### src/rtl/dobj_mailbox.sv
module dobj_mailbox #(
  parameter int ADDR_W = 12,
  parameter logic [ADDR_W-1:0] CTRL_OFS = 12'h168,
  parameter logic [ADDR_W-1:0] STAT_OFS = 12'h16C,
  parameter logic [ADDR_W-1:0] WDAT_OFS = 12'h170,
  parameter logic [ADDR_W-1:0] RDAT_OFS = 12'h174,
  parameter int REQ_DEPTH = 3,
  parameter int CNT_W = 16
) (
  input  logic              clk,
  input  logic              rst_n,
  input  logic              wr_en,
  input  logic [ADDR_W-1:0] addr,
  input  logic [31:0]       wdata,
  output logic [31:0]       rdata
);
  localparam int NPROT = 4;
  localparam int IW = (REQ_DEPTH > 1) ? $clog2(REQ_DEPTH) : 1;

  function automatic logic [23:0] proto(input int i);
    case (i)
      0:       return {8'h00, 16'h0001};
      1:       return {8'h01, 16'h0001};
      2:       return {8'h00, 16'h1E98};
      default: return {8'h02, 16'h1E98};
    endcase
  endfunction

  logic             busy, ready, err;
  logic [31:0]      req [REQ_DEPTH];
  logic [CNT_W-1:0] cnt;
  logic [31:0]      rsp_hdr, rsp_pay;
  logic [1:0]       rsp_len, rptr;

  wire ctrl_wr = wr_en && addr == CTRL_OFS;
  wire abort   = ctrl_wr && wdata[0];
  wire go      = ctrl_wr && wdata[31] && !wdata[0];
  wire wdat_wr = wr_en && addr == WDAT_OFS;
  wire rdat_wr = wr_en && addr == RDAT_OFS;
  wire idle    = !busy && !ready && !err;

  wire       is_disc = req[0][15:0] == 16'h0001 && req[0][23:16] == 8'h00;
  wire [7:0] idx     = req[2][7:0];
  logic      sup;
  always_comb begin
    sup = 1'b0;
    for (int i = 0; i < NPROT; i++)
      if (proto(i) == req[0][23:0]) sup = 1'b1;
  end
  wire len_ok = cnt >= CNT_W'(2) && req[1][15:0] == 16'(cnt) && (!is_disc || cnt == CNT_W'(3));
  wire idx_ok = !is_disc || idx < 8'(NPROT);
  wire req_ok = sup && len_ok && idx_ok;
  wire [7:0]  nxt = (idx == 8'(NPROT - 1)) ? 8'h00 : idx + 8'h01;
  wire [31:0] entry = {nxt, proto(int'(idx))};

  always_ff @(posedge clk) begin
    if (!rst_n) begin
      busy <= 1'b0; ready <= 1'b0; err <= 1'b0;
      cnt <= '0; rptr <= '0; rsp_len <= '0;
      rsp_hdr <= '0; rsp_pay <= '0;
      for (int i = 0; i < REQ_DEPTH; i++) req[i] <= '0;
    end else if (abort) begin
      busy <= 1'b0; ready <= 1'b0; err <= 1'b0;
      cnt <= '0; rptr <= '0;
    end else if (busy) begin
      busy <= 1'b0;
      cnt  <= '0;
      if (req_ok) begin
        ready   <= 1'b1;
        rptr    <= '0;
        rsp_hdr <= req[0];
        rsp_len <= is_disc ? 2'd3 : 2'd2;
        rsp_pay <= entry;
      end else begin
        err <= 1'b1;
      end
    end else if (idle) begin
      if (go) busy <= 1'b1;
      else if (wdat_wr) begin
        if (cnt < CNT_W'(REQ_DEPTH)) req[cnt[IW-1:0]] <= wdata;
        if (cnt != '1) cnt <= cnt + 1'b1;
      end
    end else if (ready && rdat_wr) begin
      if (rptr == rsp_len - 2'd1) ready <= 1'b0;
      else rptr <= rptr + 2'd1;
    end
  end

  logic [31:0] rsp_word;
  always_comb begin
    case (rptr)
      2'd0:    rsp_word = rsp_hdr;
      2'd1:    rsp_word = {30'b0, rsp_len};
      default: rsp_word = rsp_pay;
    endcase
  end

  always_comb begin
    if (addr == STAT_OFS)      rdata = {ready, 28'b0, err, 1'b0, busy};
    else if (addr == RDAT_OFS) rdata = ready ? rsp_word : 32'h0;
    else                       rdata = 32'h0;
  end

  assert_ready_err_excl_R9: assert property (@(posedge clk) disable iff (!rst_n)
    !(ready && err));
  assert_busy_one_cycle_R3: assert property (@(posedge clk) disable iff (!rst_n)
    busy |=> !busy);
  assert_go_starts_R3: assert property (@(posedge clk) disable iff (!rst_n)
    (go && idle) |=> busy);
  assert_busy_resolves_R3: assert property (@(posedge clk) disable iff (!rst_n)
    (busy && !abort) |=> (ready || err));
  assert_abort_clears_R11: assert property (@(posedge clk) disable iff (!rst_n)
    abort |=> !(busy || ready || err));
  assert_ready_fall_R8: assert property (@(posedge clk) disable iff (!rst_n)
    $fell(ready) |-> $past(rdat_wr || abort));
  assert_rptr_hold_R7: assert property (@(posedge clk) disable iff (!rst_n)
    (ready && !wr_en) |=> $stable(rptr));
  assert_err_sticky_R12: assert property (@(posedge clk) disable iff (!rst_n)
    (err && !abort) |=> err);
endmodule

### config.mk
export PLATFORM = sky130hd
export DESIGN_NAME = dobj_mailbox
export DESIGN_NICKNAME = d
export VERILOG_FILES = /design/src/rtl/dobj_mailbox.sv
export SDC_FILE = /design/constraint.sdc
export NUM_CORES = 1
export LEC_CHECK = 0
export ABC_CLOCK_PERIOD_IN_PS = 4300
export BUFFER_PORTS_ARGS = -buffer_cell sky130_fd_sc_hd__buf_2
export CAP_MARGIN = 20
export CORE_UTILIZATION = 40
export DETAILED_ROUTE_END_ITERATION = 8
export PLACE_DENSITY = 0.55
export SLEW_MARGIN = 20
export SYNTH_ARGS = -nofsm -noshare
export SYNTH_HDL_FRONTEND = slang
export SYNTH_SLANG_ARGS = --single-unit
### constraint.sdc
create_clock -name clk -period 4.3 [get_ports clk]
set_input_delay 0.43 -clock clk [delete_from_list [all_inputs] [get_ports clk]]
set_output_delay 0.43 -clock clk [all_outputs]
set_load 0.05 [all_outputs]
==> flow_summary.json, run 1 <==
{
  "ir_drop_uv": 292.2,
  "syn_to_final_growth_pct": 19.87,
  "design.die.area_mm2": 0.01547,
  "tns_ns": 0,
  "maxSlewViolCount": 0,
  "critPathLaunchType": "flip-flop",
  "cts_num_sinks": 123,
  "grt-busiest-layer": "met2",
  "syn_area_mm2": 0.005989,
  "cts-hold-fix-buffers": 0,
  "clock.fmax_mhz": 312.0,
  "synth-seq-cells": 123,
  "synth.distinct_cells": 55,
  "avgRoutedWirePerCell_um": 15.73,
  "status": "completed",
  "grt_pass1_vias": 4315,
  "ys.flop_type": "dfxtp_1",
  "ant_nets": 0,
  "grtUsageTotal_pct": 18.22,
  "port_buffers": 78,
  "antenna_found_initial": 0,
  "hold_path_class": "in -> reg",
  "end_kind": "flip-flop",
  "worst_skew_pair.late_latency_ns": 0.42,
  "worstSetupPathType": "reg -> reg",
  "synth_top_area_cell": "edfxtp_1",
  "required_ns": 4.63,
  "grt_use_met1_pct": 24.90,
  "ctsResizeCount": 0,
  "arrival_ns": 3.54,
  "grt_max_degree": 45,
  "timing.final.crit_share_pct": 74.54,
  "final_hold_viol_count": 0,
  "drive_above_1_share_pct": 18.53,
  "ys_warn_count": 0,
  "num-fill-cells": 1354,
  "final_cells": 864,
  "nets": 724,
  "rsz0062_at_grt": "false",
  "synth_cells": 594,
  "final_cell_mix": "78 x buf_2, 71 x and2_1, 67 x dfxtp_1",
  "power.leakage_uw": 0.002754,
  "row_count": 44,
  "drt_iter0_drc": 263,
  "yosys.area.top_type_share_pct": 28.08,
  "worstHoldStart": "wdata[18]",
  "setup_viol": 0,
  "h-tree-depth": 4,
  "startpoint": "req[0][1]",
  "globalplace.congestion": 0.8054,
  "grtUsageMet3_pct": 4.467,
  "layout_commonest_cell": "buf_2",
  "core-area_mm2": 0.01459,
  "vias": 4550,
  "boundaryPins": 79,
  "initial_utilization_pct": 41.05,
  "syn_nets": 651,
  "cts_setup_buffers": 0,
  "clk_path_buf_depth": 2,
  "antenna_cells": 0,
  "clk_pin_slew_worst_paths_ns": 0.06,
  "cts_tree": "done",
  "yosys-top-cells-area": "edfxtp_1 28%, dfxtp_1 22%, and2_1 7.4%, mux2i_1 5.3%, nand2_1 3.8%",
  "via_per_inst": 5.266,
  "drt-pass1-iter-count": 5,
  "numCtsBuffers": 17,
  "drc_errors": 0,
  "drv_cap": 0,
  "worstMarginPinSlew_ns": 1.045,
  "fin_skew_ns": 0.01266,
  "avgSynthCellArea_um2": 10.08,
  "placedCellCount": 832,
  "cts_root_buf": "clkbuf_16",
  "powerDensity_mw_per_mm2": 394.0,
  "wirelength_mm": 13.60,
  "grt_pass1_wl_mm": 22.00,
  "crit_fanout": 26,
  "rr_startpoint": "req[0][1]",
  "max_slew_margin_pct": 29.72,
  "met2_usage_pct": 27.75,
  "globalRouteOverflowTotal": 0,
  "dp_hpwl_mm": 9.753,
  "synth_edf_count": 56,
  "min_period_ns": 3.205,
  "yosysSeqAreaShare_pct": 50.47,
  "chipHeight_um": 124.4,
  "die_w_um": 124.4,
  "synthArstFlopShare_pct": 0
}
-- final cells by class --
type	count	area [µm²]	area share (%)
tap	184	230.2	3.207
clock inverter	15	198.9	2.771
sequential	123	3023	42.11
multi-input combinational	419	2768	38.55
inverter	21	78.83	1.098
clock buffer	17	425.4	5.925
timing repair buffer	85	455.4	6.344
-- through the flow --
stage	util, %	area [µm²]	hold slack (ns)	total power (µW)	setup WS, ns
final	49.21	7179	0.2899	2829	1.095
after CTS	49.21	7179	0.2791	2858	1.053
after floorplan	-	5989	0.4299	1313	1.052
after global placement	44.93	6555	0.4370	1356	0.9822
after global routing	49.21	7179	0.2822	2920	0.8122
after detailed placement	44.93	6555	0.4473	1359	0.9276
-- routing by layer --
metal,wire length [µm],vias up
met4,250,0
met1,6717,2142
met3,571,27
li1,-,2267
met2,6056,114
met5,0,-
-- Yosys cell counts (2+ instances only) --
master and instances:
a21oi_1 31, a221oi_1 2, clkbuf_1 24, nand2b_1 7
o21ai_0 15, nand3b_1 9, nand4_1 10, nand2_1 61
nor3_1 6, nor2_1 25, nor4b_1 2, inv_1 21
and4_1 7, a21o_1 3, buf_1 2, buf_2 4
nor3b_1 11, nand3_1 15, xnor2_1 6, nor2b_1 3
and3b_1 15, and3_1 6, o31ai_1 3, and2_1 71
ha_1 10, nor4_1 17, dfxtp_1 67, edfxtp_1 56
or4_1 4, a211oi_1 2, mux2i_1 32, or3_1 6
xor2_1 17, or4b_2 3
-- report_power, final --
group / leakage (µW) / switching [µW] / internal, µW
logic: 0.00135 / 52.3 / 30.3
registers: 0.00112 / 11.4 / 1240
clock network: 0.000293 / 528 / 968
-- cell families after synthesis --
family          Yosys count  synth area share (%)
simple gates            284                 27.72
compound gates           70                 7.542
flops                   123                 50.47
buf+inv                  52                 3.468
xor+xnor                 23                 3.363
mux                      32                 5.348
fa+ha+maj                10                 2.089
-- worst paths after layout --
| check | slack (ns) | cells past startpoint | to |
|---|---|---|---|
| min | 0.29 | 2 | req[0][18] |
| max | 1.09 | 6 | rsp_hdr[4] |
| min reg2reg | 0.46 | 2 | rsp_pay[25] |
| max reg2reg | 1.09 | 6 | rsp_hdr[4] |
-- flip-flops by register name, indices dropped and copies added (netlist names) --
register,flops
busy,1
cnt,16
err,1
ready,1
req,56
rptr,2
rsp_hdr,32
rsp_len,2
rsp_pay,12
-- critical path: stages, from the launching register on --
cell and delay, ns:
edfxtp_1 0.39, or4b_2 0.69, nor4_1 0.52, o211ai_1 0.25, nor4_4 0.73, buf_12 0.30
mux2i_1 0.21
(Power assumes the default switching activity.)
==> run 2, diff against run 1 <==
Settings changed: ABC_CLOCK_PERIOD_IN_PS 4300 to 2900, PLACE_DENSITY 0.55 to 0.57.
Clock period 4.3 ns to 2.9 ns, I/O delays scaled along.
==> flow_summary.json, run 2 (synthesis results as in run 1) <==
{
  "tns_ns": 0,
  "finish.utilization_pct": 49.38,
  "antenna_found_initial": 0,
  "rsz0062_at_grt": "false",
  "design.die.area_mm2": 0.01547,
  "cts_num_sinks": 123,
  "multi_input_area_mm2": 0.002770,
  "worstMarginPinSlew_ns": 0.7140,
  "chipHeight_um": 124.4,
  "syn_to_final_growth_pct": 20.28,
  "crit_buf_inv": 2,
  "grt_pass1_wl_mm": 22.65,
  "fin_skew_ns": 0.008081,
  "timing.rr.end": "rsp_pay[30]",
  "globalRouteOverflowTotal": 0,
  "hold_path_class": "in -> reg",
  "clk_pin_slew_worst_paths_ns": 0.06,
  "nets": 733,
  "final_area_mm2": 0.007204,
  "ctsResizeCount": 0,
  "p_int_uw": 3116,
  "drive_above_1_share_pct": 19.30,
  "final_hold_viol_count": 0,
  "arrival_ns": 2.92,
  "largest_reg_flops": 56,
  "cts_tree": "done",
  "drt_iter0_drc": 273,
  "drv_cap": 0,
  "ant_nets": 0,
  "end_kind": "flip-flop",
  "seqCellArea_mm2": 0.003023,
  "initial_utilization_pct": 41.05,
  "top_regs": "req x56, rsp_hdr x32, cnt x16",
  "grtUsageTotal_pct": 18.46,
  "cts-hold-fix-buffers": 0,
  "hold_end": "req[0][21]",
  "clkPwrFrac_pct": 49.7,
  "swShare_pct": 20.90,
  "powerDensity_mw_per_mm2": 546.9,
  "num-fill-cells": 1372,
  "vias": 4564,
  "layout_commonest_cell": "buf_2",
  "setup_viol": 0,
  "die_w_um": 124.4,
  "numCtsBuffers": 17,
  "ir_drop_uv": 398.5,
  "final_cell_mix": "78 x buf_2, 71 x and2_1, 67 x dfxtp_1",
  "worstSetupPathType": "reg -> reg",
  "cp_slowest_cell": "or4b_2",
  "min_period_ns": 2.585,
  "r2r_cells": 7,
  "h-tree-depth": 4,
  "clock.fmax_mhz": 386.9,
  "min_path_cells": 2,
  "cts_root_buf": "clkbuf_16",
  "max_slew_margin_pct": 52.40,
  "slowest_delay_ns": 0.69,
  "globalplace.congestion": 0.8293,
  "grt_pass1_vias": 4562,
  "power_switching_uw": 823.5,
  "grt_max_degree": 76,
  "row_count": 44,
  "worstPathCellList": "or4b_2, nor4_1, buf_4, o211ai_1, nor4_4, buf_12, mux2i_1",
  "regToRegSetupSlack_ns": 0.32,
  "power.leakage_uw": 0.002794,
  "worstHoldStart": "wdata[21]",
  "rr_startpoint": "req[0][1]",
  "avgRoutedWirePerCell_um": 15.64,
  "maxSlewViolCount": 0,
  "via_per_inst": 5.228,
  "critPathTopFamily": "simple AND/OR/NAND/NOR gates",
  "wirelength_mm": 13.66,
  "placed_cell_area_mm2": 0.006650,
  "worst_skew_pair.late_latency_ns": 0.42,
  "port_buffers": 78,
  "drt-pass1-iter-count": 4,
  "critPathLaunchType": "flip-flop",
  "pwr-share-seq_pct": 47.1,
  "crit_fanout": 46,
  "antenna_cells": 0,
  "comb_power_share_pct": 3.3,
  "cts_setup_buffers": 0,
  "boundaryPins": 79,
  "clk_path_buf_depth": 2,
  "dp_hpwl_mm": 9.760,
  "regMostFlops": "req",
  "status": "completed",
  "core-area_mm2": 0.01459,
  "required_ns": 3.23,
  "timing.final.crit_share_pct": 89.13,
  "drc_errors": 0
}
-- run 2: how the worst max path moves through the flow --
| stage | start | end | slack (ns) | cells past startpoint |
|---|---|---|---|---|
| after floorplan | addr[1] | req[1][0] | 0.1 | 7 |
| after global placement | addr[1] | req[2][6] | 0.21 | 6 |
| after detailed placement | addr[1] | req[2][0] | 0.14 | 6 |
| after CTS | req[0][1] | rsp_pay[30] | 0.34 | 7 |
| after global routing | req[0][1] | rsp_pay[28] | 0.16 | 7 |
| final | req[0][1] | rsp_pay[30] | 0.32 | 7 |
-- run 2: power by group through the flow --
stage	Clock [µW]	Sequential (µW)	Combinational [µW]
2_1_floorplan	0	1880	63.1
6_report	1960	1850	128
3_5_place_dp	0	1890	130
4_1_cts	1990	1850	131
5_1_grt	2070	1860	143
3_3_place_gp	0	1890	127
-- run 2: worst register-to-register path, stage by stage (launching register included) --
cell	delay, ns
edfxtp_1	0.37
or4b_2	0.69
nor4_1	0.32
buf_4	0.20
o211ai_1	0.13
nor4_4	0.22
buf_12	0.31
mux2i_1	0.26
-- run 2: final cells by class --
class                      instances  share of cell area [%]
inverter                          21                   1.094
sequential                       123                   41.96
clock inverter                     6                  0.4689
timing repair buffer              94                   7.607
multi-input combinational        419                   38.45
clock buffer                      26                   7.225
tap                              184                   3.196
-- run 2: per-stage QoR --
step	hold slack (ns)	instances	total power [µW]	worst slack, ns
after floorplan	0.4299	594	1947	0.09762
after global placement	0.4438	841	2015	0.2062
after detailed placement	0.4467	841	2020	0.1415
after CTS	0.1298	873	3977	0.3385
after global routing	0.1496	873	4071	0.1649
final	0.1480	873	3940	0.3153
-- run 2: per-layer routing --
layer  share of wire [%]  vias up  GRT usage [%]  routed length, µm
met3                 3.9       19          4.210                530
met2                  46       93          28.86               6270
met1                  48     2168          24.68               6587
met4                 2.0        0          7.300                267
li1                    -     2284              -                  -
met5                   0        -              0                  0
